===== src/rtl/rtc_i2c_pkg.sv =====
package rtc_i2c_pkg;

    typedef enum logic [2:0] {
        ST_IDLE,
        ST_ADDR,
        ST_ADDR_ACK,
        ST_WR_BYTE,
        ST_WR_ACK,
        ST_RD_BYTE,
        ST_RD_ACK
    } slv_state_e;

endpackage


===== src/rtl/i2c_line_sync.sv =====
module i2c_line_sync #(
    parameter int STAGES = 2
) (
    input  logic clk,
    input  logic rst_n,
    input  logic enable,
    input  logic scl_in,
    input  logic sda_in,
    output logic sda_lvl,
    output logic scl_rise,
    output logic scl_fall,
    output logic start_det,
    output logic stop_det
);

    logic [STAGES-1:0] scl_pipe;
    logic [STAGES-1:0] sda_pipe;
    logic              scl_prev;
    logic              sda_prev;
    logic              scl_now;
    logic              sda_now;

    always_ff @(posedge clk or negedge rst_n) begin
        if (!rst_n) begin
            scl_pipe <= '1;
            sda_pipe <= '1;
            scl_prev <= 1'b1;
            sda_prev <= 1'b1;
        end else begin
            scl_pipe <= {scl_pipe[STAGES-2:0], scl_in};
            sda_pipe <= {sda_pipe[STAGES-2:0], sda_in};
            scl_prev <= scl_now;
            sda_prev <= sda_now;
        end
    end

    assign scl_now   = scl_pipe[STAGES-1];
    assign sda_now   = sda_pipe[STAGES-1];
    assign sda_lvl   = sda_now;

    // Edge and control-condition events, all masked while the supply is bad
    assign scl_rise  = enable &  scl_now & ~scl_prev;
    assign scl_fall  = enable & ~scl_now &  scl_prev;
    assign start_det = enable &  scl_now &  scl_prev &  sda_prev & ~sda_now;
    assign stop_det  = enable &  scl_now &  scl_prev & ~sda_prev &  sda_now;

endmodule


===== src/rtl/rtc_regfile.sv =====
module rtc_regfile #(
    parameter int NUM_REGS   = 20,
    parameter int DW         = 8,
    parameter int AW         = 5,
    parameter int RSVD_FIRST = 16,
    parameter int RSVD_LAST  = 18
) (
    input  logic          clk,
    input  logic          rst_n,
    input  logic          bus_we,
    input  logic [AW-1:0] bus_addr,
    input  logic [DW-1:0] bus_wdata,
    output logic [DW-1:0] bus_rdata,
    input  logic          loc_we,
    input  logic [AW-1:0] loc_addr,
    input  logic [DW-1:0] loc_wdata,
    output logic [DW-1:0] loc_rdata
);

    localparam int FLAT_W = NUM_REGS * DW;

    logic [FLAT_W-1:0] cells;

    for (genvar g = 0; g < NUM_REGS; g++) begin : g_cell
        if (g >= RSVD_FIRST && g <= RSVD_LAST) begin : g_gap
            assign cells[g*DW +: DW] = '0;
        end else begin : g_store
            logic [DW-1:0] q;
            always_ff @(posedge clk or negedge rst_n) begin
                if (!rst_n) begin
                    q <= '0;
                end else if (bus_we && bus_addr == AW'(g)) begin
                    q <= bus_wdata;
                end else if (loc_we && loc_addr == AW'(g)) begin
                    q <= loc_wdata;
                end
            end
            assign cells[g*DW +: DW] = q;
        end
    end

    always_comb begin
        bus_rdata = '0;
        loc_rdata = '0;
        if (bus_addr < AW'(NUM_REGS)) bus_rdata = cells[bus_addr*DW +: DW];
        if (loc_addr < AW'(NUM_REGS)) loc_rdata = cells[loc_addr*DW +: DW];
    end

endmodule


===== src/rtl/rtc_i2c_fsm.sv =====
module rtc_i2c_fsm
    import rtc_i2c_pkg::*;
#(
    parameter int         DW       = 8,
    parameter int         AW       = 5,
    parameter int         NUM_REGS = 20,
    parameter logic [6:0] DEV_ADDR = 7'h68
) (
    input  logic          clk,
    input  logic          rst_n,
    input  logic          pwr_ok,
    input  logic          sda_lvl,
    input  logic          scl_rise,
    input  logic          scl_fall,
    input  logic          start_det,
    input  logic          stop_det,
    input  logic [DW-1:0] rd_data,
    output logic          sda_oe,
    output logic [AW-1:0] ptr,
    output logic          wr_en,
    output logic [DW-1:0] wr_data
);

    localparam int            CW       = $clog2(DW + 1);
    localparam logic [CW-1:0] LAST_BIT = CW'(DW);

    slv_state_e    state_q, state_n;
    logic [DW-1:0] shreg_q, shreg_n;
    logic [CW-1:0] bitcnt_q, bitcnt_n;
    logic [AW-1:0] ptr_q, ptr_n;
    logic          rnw_q, rnw_n;
    logic          first_q, first_n;
    logic          mack_q, mack_n;
    logic          drive_n;

    function automatic logic [AW-1:0] step_ptr(input logic [AW-1:0] p);
        return (p == AW'(NUM_REGS - 1)) ? '0 : p + 1'b1;
    endfunction

    function automatic logic [AW-1:0] load_ptr(input logic [DW-1:0] b);
        return (b < DW'(NUM_REGS)) ? b[AW-1:0] : '0;
    endfunction

    always_comb begin
        state_n  = state_q;
        shreg_n  = shreg_q;
        bitcnt_n = bitcnt_q;
        ptr_n    = ptr_q;
        rnw_n    = rnw_q;
        first_n  = first_q;
        mack_n   = mack_q;
        wr_en    = 1'b0;
        if (!pwr_ok) begin
            state_n  = ST_IDLE;
            ptr_n    = '0;
            bitcnt_n = '0;
        end else if (start_det) begin
            state_n  = ST_ADDR;
            bitcnt_n = '0;
        end else if (stop_det) begin
            state_n  = ST_IDLE;
        end else begin
            unique case (state_q)
                ST_IDLE: begin
                end
                ST_ADDR: begin
                    if (scl_rise) begin
                        shreg_n  = {shreg_q[DW-2:0], sda_lvl};
                        bitcnt_n = bitcnt_q + 1'b1;
                    end else if (scl_fall && bitcnt_q == LAST_BIT) begin
                        if (shreg_q[DW-1:1] == DEV_ADDR) begin
                            state_n = ST_ADDR_ACK;
                            rnw_n   = shreg_q[0];
                            first_n = 1'b1;
                        end else begin
                            state_n = ST_IDLE;
                        end
                    end
                end
                ST_ADDR_ACK: begin
                    if (scl_fall) begin
                        bitcnt_n = '0;
                        if (rnw_q) begin
                            state_n = ST_RD_BYTE;
                            shreg_n = rd_data;
                        end else begin
                            state_n = ST_WR_BYTE;
                        end
                    end
                end
                ST_WR_BYTE: begin
                    if (scl_rise) begin
                        shreg_n  = {shreg_q[DW-2:0], sda_lvl};
                        bitcnt_n = bitcnt_q + 1'b1;
                    end else if (scl_fall && bitcnt_q == LAST_BIT) begin
                        state_n = ST_WR_ACK;
                        if (first_q) begin
                            ptr_n   = load_ptr(shreg_q);
                            first_n = 1'b0;
                        end else begin
                            wr_en = 1'b1;
                            ptr_n = step_ptr(ptr_q);
                        end
                    end
                end
                ST_WR_ACK: begin
                    if (scl_fall) begin
                        state_n  = ST_WR_BYTE;
                        bitcnt_n = '0;
                    end
                end
                ST_RD_BYTE: begin
                    if (scl_rise) begin
                        bitcnt_n = bitcnt_q + 1'b1;
                    end else if (scl_fall) begin
                        if (bitcnt_q == LAST_BIT) begin
                            state_n = ST_RD_ACK;
                            ptr_n   = step_ptr(ptr_q);
                        end else begin
                            shreg_n = {shreg_q[DW-2:0], 1'b0};
                        end
                    end
                end
                ST_RD_ACK: begin
                    if (scl_rise) begin
                        mack_n = ~sda_lvl;
                    end else if (scl_fall) begin
                        if (mack_q) begin
                            state_n  = ST_RD_BYTE;
                            shreg_n  = rd_data;
                            bitcnt_n = '0;
                        end else begin
                            state_n = ST_IDLE;
                        end
                    end
                end
            endcase
        end
    end

    always_comb begin
        unique case (state_n)
            ST_ADDR_ACK, ST_WR_ACK: drive_n = 1'b1;
            ST_RD_BYTE:             drive_n = ~shreg_n[DW-1];
            default:                drive_n = 1'b0;
        endcase
    end

    // State register
    always_ff @(posedge clk or negedge rst_n) begin
        if (!rst_n) state_q <= ST_IDLE;
        else        state_q <= state_n;
    end

    // Datapath registers
    always_ff @(posedge clk or negedge rst_n) begin
        if (!rst_n) begin
            shreg_q  <= '0;
            bitcnt_q <= '0;
            ptr_q    <= '0;
            rnw_q    <= 1'b0;
            first_q  <= 1'b0;
            mack_q   <= 1'b0;
        end else begin
            shreg_q  <= shreg_n;
            bitcnt_q <= bitcnt_n;
            ptr_q    <= ptr_n;
            rnw_q    <= rnw_n;
            first_q  <= first_n;
            mack_q   <= mack_n;
        end
    end

    // Output register
    always_ff @(posedge clk or negedge rst_n) begin
        if (!rst_n) sda_oe <= 1'b0;
        else        sda_oe <= drive_n;
    end

    assign ptr     = ptr_q;
    assign wr_data = shreg_q;

endmodule


===== src/rtl/rtc_i2c_regbank.sv =====
module rtc_i2c_regbank #(
    parameter int         NUM_REGS    = 20,
    parameter int         DW          = 8,
    parameter int         RSVD_FIRST  = 16,
    parameter int         RSVD_LAST   = 18,
    parameter int         SYNC_STAGES = 2,
    parameter logic [6:0] DEV_ADDR    = 7'h68
) (
    input  logic                        clk,
    input  logic                        rst_n,
    input  logic                        scl_i,
    input  logic                        sda_i,
    output logic                        sda_oe,
    input  logic                        pwr_ok,
    input  logic [$clog2(NUM_REGS)-1:0] loc_addr,
    input  logic                        loc_we,
    input  logic [DW-1:0]               loc_wdata,
    output logic [DW-1:0]               loc_rdata
);

    localparam int AW = $clog2(NUM_REGS);

    logic          sda_lvl;
    logic          scl_rise;
    logic          scl_fall;
    logic          start_det;
    logic          stop_det;
    logic [AW-1:0] bus_ptr;
    logic          bus_we;
    logic [DW-1:0] bus_wdata;
    logic [DW-1:0] bus_rdata;

    i2c_line_sync #(
        .STAGES (SYNC_STAGES)
    ) u_sync (
        .clk       (clk),
        .rst_n     (rst_n),
        .enable    (pwr_ok),
        .scl_in    (scl_i),
        .sda_in    (sda_i),
        .sda_lvl   (sda_lvl),
        .scl_rise  (scl_rise),
        .scl_fall  (scl_fall),
        .start_det (start_det),
        .stop_det  (stop_det)
    );

    rtc_i2c_fsm #(
        .DW       (DW),
        .AW       (AW),
        .NUM_REGS (NUM_REGS),
        .DEV_ADDR (DEV_ADDR)
    ) u_fsm (
        .clk       (clk),
        .rst_n     (rst_n),
        .pwr_ok    (pwr_ok),
        .sda_lvl   (sda_lvl),
        .scl_rise  (scl_rise),
        .scl_fall  (scl_fall),
        .start_det (start_det),
        .stop_det  (stop_det),
        .rd_data   (bus_rdata),
        .sda_oe    (sda_oe),
        .ptr       (bus_ptr),
        .wr_en     (bus_we),
        .wr_data   (bus_wdata)
    );

    rtc_regfile #(
        .NUM_REGS   (NUM_REGS),
        .DW         (DW),
        .AW         (AW),
        .RSVD_FIRST (RSVD_FIRST),
        .RSVD_LAST  (RSVD_LAST)
    ) u_regs (
        .clk       (clk),
        .rst_n     (rst_n),
        .bus_we    (bus_we),
        .bus_addr  (bus_ptr),
        .bus_wdata (bus_wdata),
        .bus_rdata (bus_rdata),
        .loc_we    (loc_we),
        .loc_addr  (loc_addr),
        .loc_wdata (loc_wdata),
        .loc_rdata (loc_rdata)
    );

endmodule


===== config.mk =====
export PLATFORM = sky130hd
export DESIGN_NAME = rtc_i2c_regbank
export DESIGN_NICKNAME = d
export VERILOG_FILES = /design/src/rtl/rtc_i2c_pkg.sv /design/src/rtl/i2c_line_sync.sv /design/src/rtl/rtc_regfile.sv /design/src/rtl/rtc_i2c_fsm.sv /design/src/rtl/rtc_i2c_regbank.sv
export SDC_FILE = /design/constraint.sdc
export NUM_CORES = 1
export LEC_CHECK = 0
export BUFFER_PORTS_ARGS = -buffer_cell sky130_fd_sc_hd__buf_2
export CAP_MARGIN = 20
export CELL_PAD_IN_SITES_DETAIL_PLACEMENT = 1
export CELL_PAD_IN_SITES_GLOBAL_PLACEMENT = 2
export CORE_MARGIN = 10
export CORE_UTILIZATION = 43
export DETAILED_ROUTE_END_ITERATION = 8
export PLACE_DENSITY_LB_ADDON = 0.1
export SLEW_MARGIN = 20
export SYNTH_ARGS = -nofsm -noshare
export SYNTH_HDL_FRONTEND = slang
export SYNTH_SLANG_ARGS = --single-unit

===== constraint.sdc =====
create_clock -name clk -period 2.9 [get_ports clk]
set_clock_uncertainty 0.2 [all_clocks]
set_input_delay 0.435 -clock clk [delete_from_list [all_inputs] [get_ports clk]]
set_output_delay 0.435 -clock clk [all_outputs]
set_load 0.02 [all_outputs]

==> reports/results.txt, run 1 <==
post-route cell area - 12,080 um^2
Fillers - 2,669
layout cells sized above 1 - 0.2182
Main synth FF type - dfrtp_1
post-route ant nets - 0
Seq/Total Area, Yosys - 0.3904
Final GP Congestion - 0.9491
final net count - 1,058
Worst-Skew Late Latency - 450 ps
RSZ-0062 raised after global routing - yes
Unique masters post-synth - 71
Top Family by Delay on Critical Path - multiplexers
Worst path max stage delay - 520 ps
Critical Path AT - 2240 ps
I/O Pins - 28
final wirelength - 40.36 mm
Hold Vio Cnt, Final - 0
DP Wirelength - 28.76 mm
Synth Area in Adders - 0.008216
Die W - 177.5 um
Tcrit/Tclk final - 0.9923
DRT Pass-1 Iters - 5
critical-path cell list - mux4_2 -> mux4_2 -> inv_2 -> o21ai_1 -> buf_4
Initial Utilization - 0.4371
DIE AREA - 31,490 um^2
gr ovfl total - 0
# setup viols final - 0
Fmax - 347.5 MHz
clk sink count - 166
CTS root buffer - clkbuf_16
CP Data Required Time - 2270 ps
Die Y - 177.5 um
XOR/XNOR share of the synthesized area - 0.002465
CP Capture Type - primary output
global-route wire length before repair - 59.72 mm
DR vias - 8,816
Net Count, Synth - 1,033
Worst path depth - 5
ys async rst share - 1.000
R2R Setup Slk - 270 ps
initial antenna violation count - 0
setup TNS - 0 ps
Tot GR Track Use - 0.2582
Critical Path Source - u_regs.g_cell[14].g_store.q[4]$_DFFE_PN0P_
Slew headroom - 0.4693
Mean Syn Cell Area - 10.59 um^2
status - finished clean
Port Buffers - 27
Post-synth EDFFs - 0
area grow syn2layout - 13.27%
Worst R2R Start - u_fsm.state_q[0]$_DFF_PN0_
Max Slew Vio Count - 0
Tightest Pin Transition - 793.2 ps
Crit path buffers/inverters - 2
Antenna diodes - 0
Ys Warns - 0
HP Class - input pin to register
Cells after DPL - 1,332
Worst setup endpoint - loc_rdata[4]
Startpoint Class - register
post-synthesis register bit count - 166
mean number of vias per cell - 6.440
Core Rows - 57
core footprint - 24,390 um^2
H-tree depth - 4
largest net degree at the start of global routing - 68
Remaining DRCs - 0
initial DRC count - 815
Synth Area in Compound Gates - 0.1133
peak supply drop - 0.3141 mV
multiplexer share of the synthesized area - 0.3056
min cycle time layout - 2878 ps
Post-DP Area - 11,370 um^2
vias in the first global route - 8,690
CTS tree - yes
Power Density - 626.7 nW/um^2
TritonCTS Buffers - 17
synthesized area - 10,660 um^2
register clock-pin slew on the reported worst setup and hold paths - 80 ps
maxcap violations - 0
WS Path Type - register to primary output
DR WL/cell - 29.48 um
clk buf depth - 2
Leak - 0.005643 uW
Syn Inst Count - 1,007
largest family of logic cells by synthesized area - multiplexers
Most Frequent Cell on Critical Path - mux4_2
largest fanout on the critical path - 2
slowest CP cell - mux4_2
Finished Layout Cells - 1,369
Worst R2R End - u_regs.g_cell[1].g_store.q[1]$_DFFE_PN0P_
Reg2Reg Depth - 8
Synth Area in Simple Gates - 0.1315
==> repair_timing <==
item / CTS / global route
setup buffers: 0 / 2
hold buffers: 3 / 0
endpoints found under the hold margin: 58 / 0
setup endpoints to repair: 2 / 7
resized for setup: 3 / 32
==> cells in the mapped netlist (3+ instances only) <==
| cell | number | area [um^2] |
|---|---|---|
| and3_1 | 5 | 31.28 |
| nor3_1 | 7 | 35.03 |
| a31oi_1 | 3 | 18.77 |
| nor2_1 | 147 | 551.8 |
| mux4_1 | 27 | 709.4 |
| buf_2 | 27 | 135.1 |
| nand4_1 | 6 | 37.54 |
| mux2i_1 | 141 | 1411 |
| dfrtp_1 | 160 | 4004 |
| nor3b_1 | 8 | 60.06 |
| a21oi_1 | 133 | 665.6 |
| buf_6 | 3 | 33.78 |
| a32oi_1 | 4 | 35.03 |
| mux4_2 | 50 | 1126 |
| nand3_1 | 12 | 60.06 |
| a22oi_1 | 8 | 60.06 |
| nand2b_1 | 4 | 25.02 |
| o31ai_1 | 3 | 22.52 |
| ha_1 | 7 | 87.58 |
| inv_1 | 24 | 90.09 |
| clkbuf_1 | 40 | 150.1 |
| nand2_1 | 57 | 214.0 |
| o21ai_0 | 31 | 155.2 |
| dfstp_2 | 6 | 157.7 |
| o211ai_1 | 8 | 60.06 |
| nor2b_1 | 4 | 25.02 |
| nand3_2 | 9 | 90.09 |
| buf_1 | 15 | 56.30 |
| a21boi_0 | 3 | 22.52 |
==> registers in the layout, summed over array words and instances (netlist names) <==
| register | cells |
|---|---|
| u_sync.sda_prev | 1 |
| u_fsm.first_q | 1 |
| u_fsm.rnw_q | 1 |
| u_sync.scl_prev | 1 |
| u_fsm.mack_q | 1 |
| u_sync.scl_pipe | 2 |
| u_fsm.bitcnt_q | 4 |
| u_regs.g_cell.g_store.q | 136 |
| u_sync.sda_pipe | 2 |
| u_fsm.state_q | 3 |
| u_fsm.wr_data | 8 |
| u_fsm.sda_oe | 1 |
| u_fsm.ptr | 5 |
==> placed cells by master (no fill, tap or decap), types with 3 or more instances in the layout <==
| master | synthesis | final |
|---|---|---|
| inv_8 | 0 | 3 |
| nand3_2 | 9 | 9 |
| mux4_2 | 50 | 50 |
| a22oi_1 | 8 | 8 |
| dfrtp_1 | 160 | 144 |
| nor2_1 | 147 | 147 |
| nand3_1 | 12 | 12 |
| dlygate4sd3_1 | 0 | 3 |
| mux2i_1 | 141 | 141 |
| mux4_1 | 27 | 27 |
| nor3_1 | 7 | 7 |
| clkinv_4 | 0 | 5 |
| buf_4 | 1 | 63 |
| nand4_1 | 6 | 6 |
| buf_12 | 1 | 8 |
| o211ai_1 | 8 | 8 |
| a31oi_1 | 3 | 3 |
| clkbuf_16 | 0 | 17 |
| and3_1 | 5 | 5 |
| dfstp_2 | 6 | 6 |
| inv_2 | 0 | 6 |
| buf_2 | 27 | 20 |
| inv_1 | 24 | 18 |
| nand2b_1 | 4 | 4 |
| nand2_1 | 57 | 57 |
| o21ai_0 | 31 | 25 |
| ha_1 | 7 | 7 |
| o31ai_1 | 3 | 3 |
| a32oi_1 | 4 | 4 |
| dfrtp_2 | 0 | 16 |
| a21oi_1 | 133 | 133 |
| a21boi_0 | 3 | 3 |
| nor2b_1 | 4 | 4 |
| o21ai_1 | 2 | 6 |
| nor3b_1 | 8 | 6 |
| clkinv_8 | 0 | 4 |
==> metal layers <==
| metal | wire length [um] | up-vias | GRT usage |
|---|---|---|---|
| li1 | - | 3772 | - |
| met1 | 17960 | 4580 | 0.3648 |
| met2 | 17490 | 387 | 0.3720 |
| met3 | 3600 | 77 | 0.06842 |
| met4 | 1308 | 0 | 0.09482 |
| met5 | 0 | - | 0 |
==> logic make-up (layout without fill, tap and decap cells) <==
kind of cell,after synthesis,after routing
flops,166,166
mux,219,219
simple gates,285,285
compound gates,213,213
fa+ha+maj,7,7
xor+xnor,3,3
buf+inv,114,152
==> final cells by class <==
type                    count  area (um^2)  area share
clock inverters            15        188.9     0.01565
repair buffers             96        785.8     0.06507
inverters                  24        90.09    0.007460
clock buffers              17        425.4     0.03523
flip-flops and latches    166         4182      0.3463
multi-input cells         727         5998      0.4967
well taps                 324        405.4     0.03357
==> stage by stage <==
stage	total power, uW	util	hold slack (ps)	setup slack (ps)
2_1_floorplan	4202	-	-60.59	96.49
4_1_cts	7528	0.4928	151.6	3.480
6_report	7567	0.4951	159.3	22.23
3_5_place_dp	5118	0.4662	149.2	69.86
5_1_grt	7866	0.4951	162.9	-2.141
3_3_place_gp	5082	0.4662	145.8	89.91
==> worst min-delay path by stage <==
stage                                      start                       endpoint  slack (ps)  depth (start not counted)
floorplan                                  rst_n  u_fsm.bitcnt_q[0]$_DFFE_PN0P_         -60                          0
global placement    u_sync.scl_pipe[0]$_DFF_PN1_   u_sync.scl_pipe[1]$_DFF_PN1_         150                          0
detailed placement  u_sync.scl_pipe[0]$_DFF_PN1_   u_sync.scl_pipe[1]$_DFF_PN1_         150                          0
CTS                                       pwr_ok       u_fsm.ptr[4]$_DFFE_PN0P_         150                          3
global route        u_sync.scl_pipe[0]$_DFF_PN1_   u_sync.scl_pipe[1]$_DFF_PN1_         160                          0
finish                                    pwr_ok       u_fsm.ptr[1]$_DFFE_PN0P_         160                          3
==> tightest hold or removal path, delay by kind of cell <==
kind | cells | cell delay, ps
compound gates | 1 | 60
buf+inv | 1 | 190
simple gates | 1 | 80
==> power breakdown <==
group          switching, uW  internal (uW)  leakage (uW)  total [uW]
sequential               594           2740       0.00210        3330
clock                   1140           1240      0.000295        2380
combinational            999            852       0.00325        1850
total                   2740           4830       0.00564        7570
Note: power is estimated with default switching activity, not from simulation.
==> inputs of run 2 (changes only) <==
Settings changed: ABC_AREA set to 1, CORE_UTILIZATION 43 to 38.
==> reports/results.txt, run 2 <==
Post-synth EDFFs - 0 (unchanged)
initial DRC count - 1,127 (was 815)
Ys Warns - 0 (unchanged)
Main synth FF type - dfrtp_1 (unchanged)
maxcap violations - 0 (unchanged)
Flop pwr share - 0.365 (was 0.441)
layout cells sized above 1 - 0.1223 (was 0.2182)
Mean Syn Cell Area - 7.809 um^2 (was 10.59 um^2)
combinational power share - 0.357 (was 0.245)
TritonCTS Buffers - 17 (unchanged)
Startpoint Class - input pin (was register)
min cycle time layout - 2847 ps (was 2878 ps)
top cells by area, synth - dfrtp_1 39%, o221ai_1 11%, nand3_1 8.9% (was dfrtp_1 38%, mux2i_1 13%, mux4_2 11%)
post-route ant nets - 0 (unchanged)
Critical Path AT - 2210 ps (was 2240 ps)
Commonest cells post-synth - 184 x inv_1, 184 x nand3_1, 173 x nand2_1, 160 x dfrtp_1, 132 x o221ai_1 (was 160 x dfrtp_1, 147 x nor2_1, 141 x mux2i_1, 133 x a21oi_1, 57 x nand2_1)
DIE AREA - 34,180 um^2 (was 31,490 um^2)
Seq/Total Area, Yosys - 0.4028 (was 0.3904)
Remaining DRCs - 0 (unchanged)
Fmax - 351.2 MHz (was 347.5 MHz)
area grow syn2layout - 12.39% (was 13.27%)
final net count - 1,371 (was 1,058)
Fillers - 3,296 (was 2,669)
Worst path max stage delay - 460 ps (was 520 ps)
Antenna diodes - 0 (unchanged)
Net Count, Synth - 1,349 (was 1,033)
Largest Register - u_regs.g_cell.g_store.q (unchanged)
Sw Pwr - 3563 uW (was 2737 uW)
clk sink count - 166 (unchanged)
I/O Pins - 28 (unchanged)
Port Buffers - 27 (unchanged)
sw frac - 0.4155 (was 0.3617)
clk buf depth - 2 (unchanged)
CTS root buffer - clkbuf_16 (unchanged)
largest fanout on the critical path - 33 (was 2)
setup TNS - 0 ps (unchanged)
ys async rst share - 1.000 (unchanged)
Final GP Congestion - 0.9348 (was 0.9491)
vias in the first global route - 10,360 (was 8,690)
leading cell types in the layout, fill and taps excluded - 184 x inv_1, 184 x nand3_1, 173 x nand2_1 (was 147 x nor2_1, 144 x dfrtp_1, 141 x mux2i_1)
Clk pwr share - 0.278 (was 0.315)
Die W - 184.9 um (was 177.5 um)
Unique masters post-synth - 42 (was 71)
Worst-Skew Late Latency - 440 ps (was 450 ps)
DR WL/cell - 26.28 um (was 29.48 um)
DRT Pass-1 Iters - 6 (was 5)
CTS tree - yes (unchanged)
Leak - 0.005014 uW (was 0.005643 uW)
gr ovfl total - 0 (unchanged)
WS Path Type - input pin to primary output (was register to primary output)
post-synthesis register bit count - 166 (unchanged)
CP Capture Type - primary output (unchanged)
Hold Vio Cnt, Final - 0 (unchanged)
core footprint - 26,880 um^2 (was 24,390 um^2)
final wirelength - 44.63 mm (was 40.36 mm)
HP Class - register to register (was input pin to register)
Tcrit/Tclk final - 0.9818 (was 0.9923)
Power Density - 738.5 nW/um^2 (was 626.7 nW/um^2)
Initial Utilization - 0.3844 (was 0.4371)
DP Wirelength - 30.87 mm (was 28.76 mm)
initial antenna violation count - 0 (unchanged)
Slew headroom - 0.4834 (was 0.4693)
share of the synthesized area in the top cell type - 0.3875 (was 0.3756)
Hold Slack - 154.2 ps (was 159.3 ps)
DR vias - 10,470 (was 8,816)
Multi-input gate area - 5027 um^2 (was 5998 um^2)
slowest CP cell - o21ai_0 (was mux4_2)
Syn Inst Count - 1,323 (was 1,007)
H-tree depth - 4 (unchanged)
# setup viols final - 0 (unchanged)
Max Slew Vio Count - 0 (unchanged)
Yosys top cell by area - dfrtp_1 (unchanged)
largest net degree at the start of global routing - 59 (was 68)
Tot GR Track Use - 0.2634 (was 0.2582)
Die Y - 184.9 um (was 177.5 um)
synthesized area - 10,330 um^2 (was 10,660 um^2)
Cells after DPL - 1,664 (was 1,332)
Tightest Pin Transition - 772.1 ps (was 793.2 ps)
Core Rows - 60 (was 57)
max FFs per register - 136 (unchanged)
critical-path cell list - buf_2 -> inv_1 -> nor2_1 -> inv_1 -> buf_12 -> o22ai_1 -> o21ai_0 -> nand4_1 -> nand2_1 -> o21ai_0 -> buf_2 (was mux4_2 -> mux4_2 -> inv_2 -> o21ai_1 -> buf_4)
global-route wire length before repair - 67.56 mm (was 59.72 mm)
Finished Layout Cells - 1,698 (was 1,369)
CP Data Required Time - 2270 ps (about the same)
mean number of vias per cell - 6.166 (was 6.440)
register clock-pin slew on the reported worst setup and hold paths - 80 ps (about the same)
RSZ-0062 raised after global routing - no (was yes)
status - finished clean (unchanged)
Final Power - 8575 uW (was 7567 uW)
area occupied by registers - 4163 um^2 (was 4182 um^2)
peak supply drop - 0.3838 mV (was 0.3141 mV)
Int Power - 5012 uW (was 4830 uW)
-- run 2: worst max-delay path: cells and delay by family --
family          cells  cell delay, ps
compound gates      3             660
buf+inv             5             660
simple gates        3             430
-- run 2: worst paths after layout --
| path | startpoint | endpoint | slack (ps) | cells past startpoint |
|---|---|---|---|---|
| worst max-delay path | loc_addr[0] | loc_rdata[4] | 50 | 11 |
| worst min-delay path | u_sync.scl_pipe[0]$_DFF_PN1_ | u_sync.scl_pipe[1]$_DFF_PN1_ | 150 | 0 |
| max in group asynchronous | rst_n | u_sync.scl_pipe[0]$_DFF_PN1_ | 1320 | 3 |
| worst min register to register | u_sync.scl_pipe[0]$_DFF_PN1_ | u_sync.scl_pipe[1]$_DFF_PN1_ | 150 | 0 |
| worst max register to register | u_fsm.bitcnt_q[0]$_DFFE_PN0P_ | u_regs.g_cell[3].g_store.q[1]$_DFFE_PN0P_ | 380 | 11 |
| min in group asynchronous | rst_n | u_regs.g_cell[7].g_store.q[3]$_DFFE_PN0P_ | 360 | 2 |
-- run 2: cell families after synthesis --
| logic type | after synthesis | share of synthesized area |
|---|---|---|
| AOI/OAI and AO/OA | 402 | 0.2623 |
| adders and majority gates | 7 | 0.008477 |
| DFF | 166 | 0.4028 |
| and+or+nand+nor | 468 | 0.2124 |
| xor gates and xnor gates | 4 | 0.003392 |
| buffers and inverters | 276 | 0.1106 |
-- run 2: final cells by class --
type | instances | area share
tap | 341 | 0.03675
multi-input combinational | 881 | 0.4330
clock buffer | 19 | 0.03815
inverter | 196 | 0.06358
clock inverter | 12 | 0.01239
sequential | 166 | 0.3585
timing repair buffer | 83 | 0.05765
-- run 2: repair_timing --
item | CTS | global route
hold buffers | 3 | 0
resized for setup | 3 | 2
setup endpoints to repair | 3 | 2
hold endpoints to repair | 56 | 0
buffers inserted | 0 | 0
-- run 2: stage by stage --
stage | util | cell area [um^2] | setup WS (ps)
2_1_floorplan | - | 10330 | 475.1
3_3_place_gp | 0.4091 | 10990 | -46.35
3_5_place_dp | 0.4091 | 10990 | -46.19
4_1_cts | 0.4320 | 11610 | 62.30
5_1_grt | 0.4320 | 11610 | 10.89
6_report | 0.4320 | 11610 | 52.86
-- run 2: metal layers --
layer,wire length (um),global-route usage
met4,1237,0.07282
met1,20190,0.3602
met2,20430,0.4206
met5,0,0
met3,2777,0.04193
-- run 2: power groups by stage --
| stage | Clock (uW) | Combinational (uW) | Sequential, uW |
|---|---|---|---|
| floorplan | 0 | 1750 | 3080 |
| global route | 2510 | 3300 | 3190 |
| global placement | 0 | 2980 | 3140 |
| CTS | 2400 | 3010 | 3120 |
| detailed placement | 0 | 3000 | 3160 |
| finish | 2390 | 3060 | 3130 |
==> inputs of run 3 (changes only) <==
Settings changed: MAX_ROUTING_LAYER set to met4.
==> reports/results.txt, run 3 (synthesis results as in run 2) <==
DR WL/cell - 26.58 um (was 26.28 um)
Tot GR Track Use - 0.2746 (was 0.2634)
Clk pwr share - 0.288 (was 0.278)
Tcrit/Tclk final - 1.000 (was 0.9818)
CTS tree - yes (unchanged)
Hold Vio Cnt, Final - 0 (unchanged)
area grow syn2layout - 12.83% (was 12.39%)
Max Slew Vio Count - 0 (unchanged)
register clock-pin slew on the reported worst setup and hold paths - 70 ps (was 80 ps)
Core Rows - 60 (unchanged)
DRT Pass-1 Iters - 6 (unchanged)
vias in the first global route - 10,480 (was 10,360)
gr ovfl total - 0 (unchanged)
Worst path max stage delay - 480 ps (was 460 ps)
Sw Pwr - 3603 uW (was 3563 uW)
HP Class - register to register (unchanged)
max layer used - met4 (unchanged)
largest fanout on the critical path - 15 (was 33)
failing checks - negative setup slack
leading cell types in the layout, fill and taps excluded - 184 x inv_1, 184 x nand3_1, 173 x nand2_1 (unchanged)
CP Data Required Time - 2270 ps (about the same)
layout cells sized above 1 - 0.1249 (was 0.1223)
Tightest Pin Transition - 726.6 ps (was 772.1 ps)
Final Power - 8728 uW (was 8575 uW)
core footprint - 26,880 um^2 (unchanged)
Met2 Wirelength - 20.79 mm (was 20.43 mm)
final setup margin - -0.06173 ps (was 52.86 ps)
Crit path buffers/inverters - 4 (was 5)
clk sink count - 166 (unchanged)
Critical Path AT - 2270 ps (was 2210 ps)
Worst-Skew Late Latency - 440 ps (about the same)
initial DRC count - 1,040 (was 1,127)
Top Family by Delay on Critical Path - buffers and inverters (unchanged)
final wirelength - 45.25 mm (was 44.63 mm)
WS Path Type - input pin to primary output (unchanged)
pre-CTS WS - -18.91 ps (was -46.19 ps)
max FFs per register - 136 (unchanged)
mean number of vias per cell - 6.233 (was 6.166)
Remaining DRCs - 0 (unchanged)
Die W - 184.9 um (unchanged)
H-tree depth - 4 (unchanged)
largest net degree at the start of global routing - 67 (was 59)
Leak - 0.005047 uW (was 0.005014 uW)
M1 WL - 20.36 mm (was 20.19 mm)
sw frac - 0.4128 (was 0.4155)
Die Y - 184.9 um (unchanged)
status - complete, but fails checks (was finished clean)
Port Buffers - 27 (unchanged)
CP Capture Type - primary output (unchanged)
Flop pwr share - 0.359 (was 0.365)
final net count - 1,374 (was 1,371)
initial antenna violation count - 0 (unchanged)
# setup viols final - 1 (was 0)
Antenna diodes - 0 (unchanged)
DP Wirelength - 31.26 mm (was 30.87 mm)
I/O Pins - 28 (unchanged)
Initial Utilization - 0.3844 (unchanged)
Final GP Congestion - 0.9269 (was 0.9348)
combinational power share - 0.354 (was 0.357)
DIE AREA - 34,180 um^2 (unchanged)
Fmax - 344.8 MHz (was 351.2 MHz)
slowest CP cell - o21ai_0 (unchanged)
DR vias - 10,610 (was 10,470)
min cycle time layout - 2900 ps (was 2847 ps)
TritonCTS Buffers - 17 (unchanged)
maxcap violations - 0 (unchanged)
Largest Register - u_regs.g_cell.g_store.q (unchanged)
Hold Slack - 161.3 ps (was 154.2 ps)
global-route wire length before repair - 68.54 mm (was 67.56 mm)
Int Power - 5126 uW (was 5012 uW)
CTS root buffer - clkbuf_16 (unchanged)
RSZ-0062 raised after global routing - no (unchanged)
Slew headroom - 0.5138 (was 0.4834)
Startpoint Class - input pin (unchanged)
critical-path cell list - buf_2 -> nor2_1 -> inv_1 -> buf_4 -> o22ai_1 -> o21ai_0 -> nand4_1 -> nand2_1 -> o21ai_0 -> buf_2 (was buf_2 -> inv_1 -> nor2_1 -> inv_1 -> buf_12 -> o22ai_1 -> o21ai_0 -> nand4_1 -> nand2_1 -> o21ai_0 -> buf_2)
post-route ant nets - 0 (unchanged)
met3 wire len - 2.691 mm (was 2.777 mm)
peak supply drop - 0.3772 mV (was 0.3838 mV)
clk buf depth - 2 (unchanged)
Power Density - 748.8 nW/um^2 (was 738.5 nW/um^2)
## run 3: final cells by class
| class | count | area [um^2] |
|---|---|---|
| clock buffers | 20 | 456.7 |
| clock inverters | 12 | 165.2 |
| fillers | 3283 | 15220 |
| flip-flops and latches | 166 | 4163 |
| multi-input cells | 881 | 5027 |
| inverters | 196 | 738.2 |
| well taps | 341 | 426.7 |
| repair buffers | 86 | 679.4 |
## run 3: metal layers
metal  up-vias  GRT usage
met5         -          -
met4         0    0.09590
met3        79    0.04056
met2       378     0.4203
met1      5375     0.3635
li1       4777          -
## run 3: path summary, 6_finish.rpt
kind,startpoint,end,slack [ps],cells after the start
setup / recovery,loc_addr[1],loc_rdata[7],-0.06,10
hold / removal,u_sync.scl_pipe[0]$_DFF_PN1_,u_sync.scl_pipe[1]$_DFF_PN1_,160,0
setup reg to reg,u_fsm.bitcnt_q[0]$_DFFE_PN0P_,u_regs.g_cell[3].g_store.q[7]$_DFFE_PN0P_,420,11
hold reg to reg,u_sync.scl_pipe[0]$_DFF_PN1_,u_sync.scl_pipe[1]$_DFF_PN1_,160,0
max in group asynchronous,rst_n,u_sync.sda_prev$_DFF_PN1_,1400,3
min in group asynchronous,rst_n,u_regs.g_cell[5].g_store.q[7]$_DFFE_PN0P_,320,2
## run 3: through the flow
| step | setup TNS [ps] | cell area, um^2 | utilization | instances |
|---|---|---|---|---|
| final | -0.06173 | 11660 | 0.4337 | 1702 |
| after global routing | 0 | 11660 | 0.4337 | 1702 |
| after CTS | 0 | 11660 | 0.4337 | 1702 |
| after detailed placement | -18.91 | 11000 | 0.4095 | 1667 |
| after global placement | -44.59 | 11000 | 0.4095 | 1667 |
| after floorplan | 0 | 10330 | - | 1323 |
## run 3: timing repair
action                                  CTS  global route
hold buffers                              3             0
endpoints found under the setup margin    1             5
gates cloned                              0             0
resized for setup                         1             5
buffers inserted                          0             0
endpoints found under the hold margin    50             0
## run 3: power groups by stage
stage	Combinational, uW	Clock [uW]	Sequential (uW)
4_1_cts	3050	2540	3120
2_1_floorplan	1750	0	3080
5_1_grt	3330	2620	3190
3_3_place_gp	3000	0	3140
6_report	3090	2510	3130
3_5_place_dp	3030	0	3160
